$ cat src/rtl/hdr_ratio_pkg.sv
package hdr_ratio_pkg;
  typedef enum logic [1:0] {
    RATIO_X1 = 2'd0,
    RATIO_X2 = 2'd1,
    RATIO_X4 = 2'd2,
    RATIO_X8 = 2'd3
  } ratio_e;

  localparam int unsigned ENC_WORD_IDX = 69;
  localparam int unsigned CMP_WORD_IDX = 229;
  localparam int unsigned ENC_FLD_LSB  = 2;
  localparam int unsigned ENC_FLD_MSB  = 3;
  localparam int unsigned CMP_FLD_BIT  = 1;
endpackage

$ cat src/rtl/hdr_beat_ctr.sv
module hdr_beat_ctr #(
  parameter int unsigned LIMIT = 230,
  parameter int unsigned CNT_W = $clog2(LIMIT + 1)
) (
  input  logic             clk,
  input  logic             rst_n,
  input  logic             clr_i,
  input  logic             beat_i,
  output logic [CNT_W-1:0] idx_o
);
  localparam logic [CNT_W-1:0] SAT = CNT_W'(LIMIT);

  logic [CNT_W-1:0] cnt_q, cnt_d;

  // index of the word in this cycle; a start makes it word 0
  assign idx_o = clr_i ? '0 : cnt_q;

  always_comb begin
    cnt_d = idx_o;
    if (beat_i && (idx_o != SAT)) cnt_d = idx_o + 1'b1;
  end

  always_ff @(posedge clk or negedge rst_n) begin
    if (!rst_n)                 cnt_q <= '0;
    else if (clr_i || beat_i)   cnt_q <= cnt_d;
  end

  assert_idx_bounded_R2: assert property (@(posedge clk) disable iff (!rst_n)
    cnt_q <= SAT);

  assert_idle_holds_R2: assert property (@(posedge clk) disable iff (!rst_n)
    (!beat_i && !clr_i) |=> $stable(cnt_q));
endmodule

$ cat src/rtl/hdr_ratio_enc.sv
module hdr_ratio_enc
  import hdr_ratio_pkg::*;
(
  input  logic   enc_i,
  input  logic   cmp_i,
  input  logic   wide_i,
  output ratio_e code_o
);
  logic [1:0] base;

  always_comb begin
    base = cmp_i ? 2'(RATIO_X4) : 2'(RATIO_X2);
    if (!enc_i && !cmp_i) code_o = RATIO_X1;
    else                  code_o = ratio_e'(base + {1'b0, wide_i});
  end
endmodule

$ cat src/rtl/hdr_result_reg.sv
module hdr_result_reg
  import hdr_ratio_pkg::*;
#(
  parameter int unsigned DATA_W  = 32,
  parameter int unsigned CNT_W   = 8,
  parameter int unsigned ENC_IDX = ENC_WORD_IDX,
  parameter int unsigned CMP_IDX = CMP_WORD_IDX
) (
  input  logic              clk,
  input  logic              rst_n,
  input  logic              clr_i,
  input  logic              beat_i,
  input  logic              last_i,
  input  logic [CNT_W-1:0]  idx_i,
  input  logic [DATA_W-1:0] word_i,
  input  ratio_e            code_i,
  output logic              enc_o,
  output ratio_e            code_o,
  output logic              valid_o,
  output logic              err_o
);
  localparam logic [CNT_W-1:0] ENC_AT = CNT_W'(ENC_IDX);
  localparam logic [CNT_W-1:0] CMP_AT = CNT_W'(CMP_IDX);

  logic   enc_q, enc_d;
  logic   valid_q, valid_d;
  logic   err_q, err_d;
  ratio_e code_q, code_d;
  logic   err_base, valid_base;
  logic   hit_enc, hit_cmp, short_end;

  assign hit_enc   = beat_i && (idx_i == ENC_AT);
  assign hit_cmp   = beat_i && (idx_i == CMP_AT);
  assign short_end = beat_i && last_i && (idx_i < CMP_AT);

  always_comb begin
    err_base   = clr_i ? 1'b0 : err_q;
    valid_base = clr_i ? 1'b0 : valid_q;
    enc_d      = clr_i ? 1'b0 : enc_q;
    code_d     = clr_i ? RATIO_X1 : code_q;
    valid_d    = valid_base;
    err_d      = err_base;
    if (hit_enc) enc_d = |word_i[ENC_FLD_MSB:ENC_FLD_LSB];
    if (hit_cmp && !err_base) begin
      code_d  = code_i;
      valid_d = 1'b1;
    end
    if (short_end) err_d = 1'b1;
  end

  always_ff @(posedge clk or negedge rst_n) begin
    if (!rst_n) begin
      enc_q   <= 1'b0;
      code_q  <= RATIO_X1;
      valid_q <= 1'b0;
      err_q   <= 1'b0;
    end else if (clr_i || beat_i) begin
      enc_q   <= enc_d;
      code_q  <= code_d;
      valid_q <= valid_d;
      err_q   <= err_d;
    end
  end

  assign enc_o   = enc_q;
  assign code_o  = code_q;
  assign valid_o = valid_q;
  assign err_o   = err_q;

  assert_valid_err_excl_R9: assert property (@(posedge clk) disable iff (!rst_n)
    !(valid_q && err_q));

  assert_valid_holds_R8: assert property (@(posedge clk) disable iff (!rst_n)
    (valid_q && !clr_i) |=> valid_q);

  assert_code_frozen_R8: assert property (@(posedge clk) disable iff (!rst_n)
    (valid_q && !clr_i) |=> $stable(code_q));

  assert_valid_cause_R8: assert property (@(posedge clk) disable iff (!rst_n)
    $rose(valid_q) |-> $past(beat_i && (idx_i == CMP_AT)));

  assert_err_cause_R9: assert property (@(posedge clk) disable iff (!rst_n)
    $rose(err_q) |-> $past(beat_i && last_i));

  assert_start_clears_R10: assert property (@(posedge clk) disable iff (!rst_n)
    (clr_i && !(beat_i && last_i)) |=> (!valid_q && !err_q));
endmodule

$ cat src/rtl/hdr_ratio_detect.sv
module hdr_ratio_detect
  import hdr_ratio_pkg::*;
#(
  parameter int unsigned DATA_W  = 32,
  parameter int unsigned ENC_IDX = ENC_WORD_IDX,
  parameter int unsigned CMP_IDX = CMP_WORD_IDX
) (
  input  logic              clk,
  input  logic              rst_n,
  input  logic              start_i,
  input  logic              word_valid_i,
  input  logic [DATA_W-1:0] word_i,
  input  logic              last_i,
  input  logic              dn_ready_i,
  output logic              up_ready_o,
  input  logic              wide_i,
  output logic [1:0]        ratio_o,
  output logic              ratio_valid_o,
  output logic              short_err_o
);
  localparam int unsigned LIMIT = CMP_IDX + 1;
  localparam int unsigned CNT_W = $clog2(LIMIT + 1);

  logic             beat;
  logic [CNT_W-1:0] idx;
  logic             enc_flag;
  ratio_e           code_now, code_held;

  assign up_ready_o = dn_ready_i;
  assign beat       = word_valid_i && dn_ready_i;

  hdr_beat_ctr #(.LIMIT(LIMIT), .CNT_W(CNT_W)) u_ctr (
    .clk    (clk),
    .rst_n  (rst_n),
    .clr_i  (start_i),
    .beat_i (beat),
    .idx_o  (idx)
  );

  hdr_ratio_enc u_enc (
    .enc_i  (enc_flag),
    .cmp_i  (~word_i[CMP_FLD_BIT]),
    .wide_i (wide_i),
    .code_o (code_now)
  );

  hdr_result_reg #(
    .DATA_W (DATA_W),
    .CNT_W  (CNT_W),
    .ENC_IDX(ENC_IDX),
    .CMP_IDX(CMP_IDX)
  ) u_res (
    .clk     (clk),
    .rst_n   (rst_n),
    .clr_i   (start_i),
    .beat_i  (beat),
    .last_i  (last_i),
    .idx_i   (idx),
    .word_i  (word_i),
    .code_i  (code_now),
    .enc_o   (enc_flag),
    .code_o  (code_held),
    .valid_o (ratio_valid_o),
    .err_o   (short_err_o)
  );

  assign ratio_o = 2'(code_held);
endmodule

$ cat config.mk
export PLATFORM = sky130hd
export DESIGN_NAME = hdr_ratio_detect
export DESIGN_NICKNAME = d
export VERILOG_FILES = /design/src/rtl/hdr_ratio_pkg.sv /design/src/rtl/hdr_beat_ctr.sv /design/src/rtl/hdr_ratio_enc.sv /design/src/rtl/hdr_result_reg.sv /design/src/rtl/hdr_ratio_detect.sv
export SDC_FILE = /design/constraint.sdc
export NUM_CORES = 1
export LEC_CHECK = 0
export ABC_AREA = 1
export ABC_CLOCK_PERIOD_IN_PS = 1230
export BUFFER_PORTS_ARGS = -buffer_cell sky130_fd_sc_hd__buf_2
export CORE_MARGIN = 1
export CORE_UTILIZATION = 41
export DETAILED_ROUTE_END_ITERATION = 10
export PLACE_DENSITY = 0.75
export SETUP_SLACK_MARGIN = 0.15
export SLEW_MARGIN = 40
export SYNTH_ARGS = -nofsm -noshare
export SYNTH_HDL_FRONTEND = slang
export SYNTH_SLANG_ARGS = --single-unit
$ cat constraint.sdc
create_clock -name clk -period 1.23 [get_ports clk]
set_input_delay 0.369 -clock clk [delete_from_list [all_inputs] [get_ports clk]]
set_output_delay 0.369 -clock clk [all_outputs]
set_load 0.005 [all_outputs]
==> results.toml, run 1 <==
[yosys]
ys_top_cells_by_count = "nand2_1 (44), inv_1 (15), dfrtp_1 (13), nor2_1 (13), nand3_1 (12)"
ys_top_cells_by_area = "dfrtp_1 (35%), nand2_1 (18%), nand3_1 (6.4%), inv_1 (6.0%), nor2_1 (5.2%)"
syn-cell-area_um2 = 937
synth_edf_count = 0
netlist_instances = 131
synth_cell_type_count = 22
syn_avg_cell_area_um2 = 7.15
yosys_warnings = 0
synthArstFlopShare_pct = 100
yosys.area.top_type = "dfrtp_1"
yosysTopAreaCellShare_pct = 34.7
yosysSeqAreaShare_pct = 34.7
synth_fp_nets = 173
synth_most_common_cell = "nand2_1"
synth_seq_cells = 13
synth-main-ff-cell = "dfrtp_1"

[setup_path]
start_kind = "flip-flop"
cpPeakStageDelay_ps = 430
slowest_stage = "dfrtp_2"
cp_max_fo = 4
crit_required_ps = 1410
critical_path.cell_chain = "nand2_8, inv_6, ha_4, inv_4, nor2_4, nand3_4, nand3_2, nand2_1"
crit_path_end_kind = "flip-flop"
crit_type = "reg2reg"
arrival_ps = 1420

[route]
antenna_left = 0
drcViolationCount = 0
viasPerCell = 4.97
wl_per_cell_um = 12.6
wl_mm = 2.57
drt_iter0_drc = 30
vias = 1009
dr.pass1.iters = 4

[run]
cap_violations = 0

[sta]
slew_violations = 0
finalCritPeriodShare_pct = 101
worstMarginPinSlew_ps = 329
fin_ws_ps = -13.8
slew_headroom_pct = 78.1
setup_viol = 6
tns_ps = -53.5
skew_ps = 1.40
grt_setup_unrepaired = "true"
period_minus_slack_ps = 1240
max_freq_mhz = 804
hold_viol = 0

[clocking]
cts-root-buf = "clkbuf_4"
clkTransAtPathRegs_ps = 90
cts_max_path_buffers = 2
numCtsBuffers = 3
clock_sinks = 13
clk_latency_ps = 280
h-tree-depth = 1
tritoncts = "built"

[floorplanning]
start_util_pct = 45.4
fp.coreArea_um2 = 2060
die_y_um = 49.8
num_io_pins = 44
die_w_um = 49.8
dieArea_um2 = 2480
core.rowCount = 16

[finish]
drive_gt1_share_pct = 47.2
fin_cells = 203
fillers = 156
diodes = 0
seq_area_um2 = 328
multiInputGateArea_um2 = 637
area_growth_pct = 49.8
final_area_um2 = 1400
fin_nets = 219

[global_routing]
grt_pass1_wl_mm = 4.24
grt_usage_pct = 22.2
antenna_found_initial = 0
grt_start_max_net_pins = 14
grt_overflow = 0
grt_pass1_vias = 1022

[placed_design]
hpwl_mm = 1.75
placed_cells = 186
gp_congestion = 0.875
portBuffers = 14
post_dp_cell_area_um2 = 1200

[power]
powerDensity_nw_per_um2 = 641
p_leak_nw = 0.685
max-vdd-ir-drop_v = 0.000469

[worst_hold_path]
hold_path_class = "in2reg"

[run_status]
violations = "setup timing"
outcome = "finished with violations"
layout make-up:
class | count | area share [%]
Multi-Input combinational cell | 100 | 45.4
Sequential cell | 13 | 23.4
Timing Repair Buffer | 43 | 21.1
Inverter | 16 | 5.88
Tap cell | 27 | 2.41
Clock buffer | 4 | 1.87
metal layers:
layer	part of all wire (%)	global-route usage, %	up-vias
li1	-	-	503
met1	41	26.2	474
met2	54	41.0	26
met3	4.2	3.09	6
met4	1.1	6.67	0
met5	0	0	-
per-stage QoR:
stage | setup slack, ps | util, % | hold WS (ps) | total power, mW
2_1_floorplan | 41.2 | - | 73.4 | 0.531
3_3_place_gp | -259 | 58.2 | 282 | 0.595
3_5_place_dp | -257 | 58.2 | 287 | 0.599
4_1_cts | -43.5 | 64.4 | 332 | 0.894
5_1_grt | -133 | 68.1 | 366 | 0.933
6_report | -13.8 | 68.1 | 339 | 0.900
cells by family after synthesis:
| logic type | synth area share (%) |
|---|---|
| DFF | 34.7 |
| and+or+nand+nor | 44.3 |
| AOI/OAI and AO/OA | 6.41 |
| buffers and inverters | 8.68 |
| adders and majority gates | 4.01 |
| xor gates and xnor gates | 1.87 |
repair_timing:
| action | in CTS | in global routing |
|---|---|---|
| endpoints found under the hold margin | 13 | 0 |
| endpoints found under the setup margin | 17 | 17 |
| hold buffers | 1 | 0 |
| pin swaps | 13 | 12 |
| resized for setup | 11 | 11 |
| setup buffers | 7 | 5 |
worst max-delay path, delay by kind of cell (launching register included):
family / cells / cell delay, ps
adder cells (fa/ha/maj): 1 / 130
buffers and inverters: 2 / 90
flip-flops: 1 / 430
AND/OR/NAND/NOR: 5 / 480
registers in the layout (all words and copies together), names as in the netlist:
register and cells:
u_ctr.cnt_q 8, u_res.code_o 2, u_res.enc_o 1, u_res.err_o 1, u_res.valid_o 1
report_power, final:
part	leakage [nW]	switching (mW)	internal [mW]
logic	0.494	0.0986	0.0759
registers	0.176	0.00844	0.435
clock network	0.0150	0.156	0.126
cell usage in the layout, fill, tap and decap left out, types with 2 or more instances in the layout:
| cell | count |
|---|---|
| nand3_2 | 6 |
| buf_4 | 27 |
| a21oi_4 | 2 |
| nor2_1 | 9 |
| inv_4 | 2 |
| nand4_1 | 2 |
| nand2_1 | 42 |
| buf_2 | 13 |
| xor2_1 | 2 |
| dfrtp_2 | 2 |
| nand2_2 | 7 |
| ha_4 | 2 |
| dfrtp_1 | 11 |
| inv_1 | 9 |
| o21ai_1 | 2 |
| nor2_2 | 3 |
| nand3b_1 | 2 |
| nand3_1 | 8 |
| a21oi_1 | 2 |
| nor2_4 | 5 |
| clkbuf_4 | 4 |
| inv_2 | 3 |
worst paths after layout:
path | startpoint | to | slack (ps) | cells past startpoint
min in group asynchronous | rst_n | u_res.valid_o | 510 | 2
setup reg to reg | u_ctr.cnt_q[0] | u_res.code_o[0] | -10 | 8
setup / recovery | u_ctr.cnt_q[0] | u_res.code_o[0] | -10 | 8
max in group asynchronous | rst_n | u_ctr.cnt_q[6] | 460 | 2
hold / removal | word_i[3] | u_res.enc_o | 340 | 3
hold reg to reg | u_res.enc_o | u_res.enc_o | 540 | 2
(Power assumes the default switching activity.)
==> run 2, diff against run 1 <==
--- a/config.mk
+++ b/config.mk
@@ -13,2 +13,3 @@
 export DETAILED_ROUTE_END_ITERATION = 10
+export GPL_TIMING_DRIVEN = 0
 export PLACE_DENSITY = 0.75
--- a/constraint.sdc
+++ b/constraint.sdc
@@ -3,2 +3,2 @@
 set_output_delay 0.369 -clock clk [all_outputs]
-set_load 0.005 [all_outputs]
+set_load 0.02 [all_outputs]
==> run 2 against run 1 <==
Effect of this change:
- the flow still finishes with violations (setup timing)
- global-route usage down 2.1 points
- non-clock buffer count decreased by 15
- via count shrank 9.1%
- first-iteration DRC count shrank 27%
- register-to-register slack lost 20 ps
- cell count fell by 7.4%
- critical path depth stayed put
- utilization down 4.5 points
- hold slack worse by 2.8 ps
- clock-buffer cell count unchanged
- maximum frequency shrank 1.8%
- sequential power about the same
- critical endpoint is now u_res.code_o[1]
==> results.toml, run 2 (synthesized netlist as in run 1, its figures left out) <==
[global_routing]
grt_pass1_wl_mm = 3.73
grt_usage_pct = 20.1
grt_pass1_vias = 858
grt_start_max_net_pins = 14
antenna_found_initial = 0
grt_overflow = 0

[sta]
grt_setup_unrepaired = "true"
setup_viol = 10
max_freq_mhz = 789
finalCritPeriodShare_pct = 103
slew_headroom_pct = 78.9
tns_ps = -290
worstMarginPinSlew_ps = 317
hold_slack_ps = 336
period_minus_slack_ps = 1270
skew_ps = 2.97
fin_ws_ps = -36.6
slew_violations = 0
hold_viol = 0

[floorplanning]
fp.coreArea_um2 = 2060
die_w_um = 49.8
start_util_pct = 45.4
dieArea_um2 = 2480
num_io_pins = 44
core.rowCount = 16
die_y_um = 49.8

[route]
viasPerCell = 4.88
wl_per_cell_um = 11.7
drcViolationCount = 0
antenna_left = 0
drt_iter0_drc = 22
vias = 917
dr.pass1.iters = 4
wl_mm = 2.21

[power]
max-vdd-ir-drop_v = 0.000494
fin_total_pwr_uw = 878
p_leak_nw = 0.617
powerDensity_nw_per_um2 = 669

[setup_path]
crit_type = "reg2reg"
cp_max_fo = 4
r2r-end = "u_res.code_o[1]"
cp-startpoint = "u_ctr.cnt_q[0]"
r2r_cells = 8
crit_end = "u_res.code_o[1]"
r2r_slack_ps = -40
crit_required_ps = 1400
crit_path_end_kind = "flip-flop"
start_kind = "flip-flop"
r2r-start = "u_ctr.cnt_q[0]"
arrival_ps = 1440

[finish]
drive_gt1_share_pct = 41.0
area_growth_pct = 39.9
diodes = 0
final_area_um2 = 1310
fin_cells = 188
largest_reg_flops = 8
final_common_cell = "nand2_1"
final_core_util_pct = 63.6
final_cell_mix = "nand2_1 (44), dfrtp_1 (12), buf_4 (11), nor2_1 (9)"
fin_nets = 204
regMostFlops = "u_ctr.cnt_q"

[clocking]
cts-root-buf = "clkbuf_4"
cts_max_path_buffers = 2
numCtsBuffers = 3
clk_latency_ps = 280
clock_sinks = 13
h-tree-depth = 1
tritoncts = "built"
clkTransAtPathRegs_ps = 80

[placed_design]
hpwl_mm = 1.53
portBuffers = 14
place_worst_setup_slack_ps = -307
gp_congestion = 0.895
post_dp_cell_area_um2 = 1100
placed_cells = 172

[worst_hold_path]
hold_path_class = "in2reg"
worstHoldStart = "word_i[2]"

[run_status]
violations = "setup timing"
outcome = "finished with violations"

[run]
cap_violations = 0
-- run 2: repair_timing --
action / in CTS / in global routing
pin swaps: 13 / 14
setup buffers: 6 / 5
setup endpoints to repair: 18 / 17
endpoints found under the hold margin: 13 / 0
cloned: 0 / 0
hold buffers: 1 / 0
gates resized for setup: 18 / 11
-- run 2: worst min-delay path by stage --
stage                          end  slack [ps]  depth (start not counted)
finish                 u_res.enc_o         340                          3
global route           u_res.enc_o         330                          3
CTS                    u_res.enc_o         330                          3
detailed placement  u_ctr.cnt_q[2]         280                          1
global placement    u_ctr.cnt_q[2]         280                          1
floorplan           u_ctr.cnt_q[0]          70                          0
-- run 2: worst max-delay path, cell delays in order, from the launching register on --
cell	delay, ps
dfrtp_2	430
nand2_8	80
inv_6	60
ha_4	120
inv_2	40
nor2_4	160
nand3_2	130
nand3_2	80
nand2_1	50
-- run 2: area by class of cell --
cell class | instances | area [um2]
Fill cell | 188 | 751
Inverter | 16 | 77.6
Sequential cell | 13 | 327
Buffer | 2 | 26.3
Tap cell | 27 | 33.8
Timing Repair Buffer | 26 | 196
Clock buffer | 4 | 26.3
Multi-Input combinational cell | 100 | 624
-- run 2: routing by layer --
layer  vias to the layer above  global-route usage (%)  routed length [um]
met2                        11                    35.4                1120
met3                         2                    5.56                  63
met5                         -                       0                   0
met4                         0                    4.29                  13
li1                        473                       -                   -
met1                       431                    24.1                1010
-- run 2: power by group --
part	switching (mW)	total [mW]	internal (mW)
combinational	0.0944	0.160	0.0652
sequential	0.00945	0.445	0.435
clock	0.148	0.273	0.126
==> run 3, diff against run 2 <==
ABC_CLOCK_PERIOD_IN_PS = 1100   (was 1230)
CTS_BUF_LIST = sky130_fd_sc_hd__clkbuf_8 sky130_fd_sc_hd__clkbuf_16   (was not set)
clock period = 1.1 ns   (was 1.23 ns; I/O delays follow)
==> run 3 against run 2 <==
Effect of this change:
- the run still ends with setup timing left
- clock power is 61% higher
- wire length is 4.4% higher
- sequential share of layout area is 0.095 points lower
- maximum frequency is 2.9% lower
- non-clock buffer count is 1 lower
- cell count is 0.53% lower
- flip-flop and latch count stayed put
- critical endpoint unchanged
- largest power group unchanged
==> results.toml, run 3 (synthesized netlist as in run 1, its figures left out) <==
[run_status]
outcome = "finished with violations"
violations = "setup timing"

[finish]
area_growth_pct = 39.9
final_cell_mix = "nand2_1 (43), dfrtp_1 (13)"
final_area_um2 = 1310
regMostFlops = "u_ctr.cnt_q"
multiInputGateArea_um2 = 621
drive_gt1_share_pct = 40.0
final_common_cell = "nand2_1"
fin_cells = 187
largest_reg_flops = 8
fillers = 172
final_core_util_pct = 63.6
fin_nets = 203
diodes = 0
seq_area_um2 = 325

[global_routing]
grt_usage_pct = 20.8
grt_start_max_net_pins = 14
grt_overflow = 0
grt_pass1_vias = 873
grt_pass1_wl_mm = 3.75
antenna_found_initial = 0

[floorplanning]
core.rowCount = 16
start_util_pct = 45.4
fp.coreArea_um2 = 2060
die_w_um = 49.8
die_y_um = 49.8
num_io_pins = 44
dieArea_um2 = 2480

[sta]
setup_viol = 17
slew_headroom_pct = 79.0
hold_slack_ps = 323
finalCritPeriodShare_pct = 119
fin_ws_ps = -205
slew_violations = 0
period_minus_slack_ps = 1310
hold_viol = 0
max_freq_mhz = 766
skew_ps = 2.09
grt_setup_unrepaired = "true"
worstMarginPinSlew_ps = 315

[clocking]
numCtsBuffers = 3
tritoncts = "built"
clk_latency_ps = 250
clock_sinks = 13
h-tree-depth = 1
clkTransAtPathRegs_ps = 60
cts_max_path_buffers = 2
cts-root-buf = "clkbuf_8"

[setup_path]
crit_required_ps = 1240
crit_type = "reg2reg"
arrival_ps = 1450
start_kind = "flip-flop"
cp_max_fo = 4
crit_path_end_kind = "flip-flop"

[route]
drcViolationCount = 0
vias = 938
viasPerCell = 5.02
dr.pass1.iters = 4
drt_iter0_drc = 19
wl_per_cell_um = 12.3
wl_mm = 2.31
antenna_left = 0

[power]
swShare_pct = 27.4
powerDensity_nw_per_um2 = 848
intPower_uw = 808
p_leak_nw = 0.627
combPwrFrac_pct = 15.8
seqPwrFrac_pct = 44.6
max-vdd-ir-drop_v = 0.000657
pwr-share-clk_pct = 39.6
switchingPower_uw = 304

[placed_design]
place_worst_setup_slack_ps = -404
hpwl_mm = 1.57
placed_cells = 172
post_dp_cell_area_um2 = 1070
portBuffers = 14
gp_congestion = 0.888

[worst_hold_path]
hold_path_class = "in2reg"

[run]
cap_violations = 0
-- run 3: cell count changes in the layout (fill, tap and decap cells not counted), sizes merged --
| cell | before | now |
|---|---|---|
| inv | 16 | 17 |
| clkbuf | 5 | 3 |
-- run 3: area by class of cell --
class                           instances  area share, %
Multi-Input combinational cell        100           47.3
Buffer                                  2           1.72
Tap cell                               27           2.58
Timing Repair Buffer                   25           15.0
Clock buffer                            3           3.15
Clock inverter                          1          0.286
Inverter                               16           5.15
Sequential cell                        13           24.8
-- run 3: what timing repair did --
item / 4_1_cts / 5_1_grt
endpoints found under the hold margin: 13 / 0
pin swaps: 13 / 15
setup buffers: 7 / 3
cloned: 0 / 0
hold buffers: 1 / 0
gates resized for setup: 14 / 17
setup endpoints to repair: 18 / 18
-- run 3: worst paths after layout --
path / slack [ps] / cells after the start / endpoint / from
max: -210 / 8 / u_res.code_o[1] / u_ctr.cnt_q[0]
min: 320 / 3 / u_res.enc_o / word_i[2]
max reg2reg: -210 / 8 / u_res.code_o[1] / u_ctr.cnt_q[0]
min reg2reg: 530 / 2 / u_res.enc_o / u_res.enc_o
max in group asynchronous: 360 / 2 / u_ctr.cnt_q[0] / rst_n
min in group asynchronous: 500 / 2 / u_res.valid_o / rst_n
-- run 3: per-stage QoR --
step / power (mW) / setup TNS, ps
floorplan: 0.586 / -676
global placement: 0.635 / -4290
detailed placement: 0.638 / -4620
CTS: 1.10 / -2030
global route: 1.17 / -2960
finish: 1.11 / -2000
-- run 3: critical path: stages (launching register included) --
cell and delay (ps):
dfrtp_1 410, nand2_4 100, inv_4 90, ha_4 130
inv_2 40, nor2_4 170, nand3_4 110, nand3_2 90
nand2_1 50
-- run 3: power by group through the flow --
stage	Combinational [mW]	Sequential [mW]	Clock (mW)
after global placement	0.129	0.506	0
after detailed placement	0.132	0.506	0
after global routing	0.192	0.496	0.482
after CTS	0.162	0.494	0.448
after floorplan	0.0769	0.509	0
final	0.176	0.496	0.440
-- run 3: layer usage --
layer / global-route usage (%) / up-vias / routed length [um]
met5: 0 / - / 0
met2: 35.1 / 35 / 1140
met4: 9.05 / 0 / 56
li1: - / 471 / -
met1: 23.8 / 425 / 978
met3: 6.48 / 7 / 136
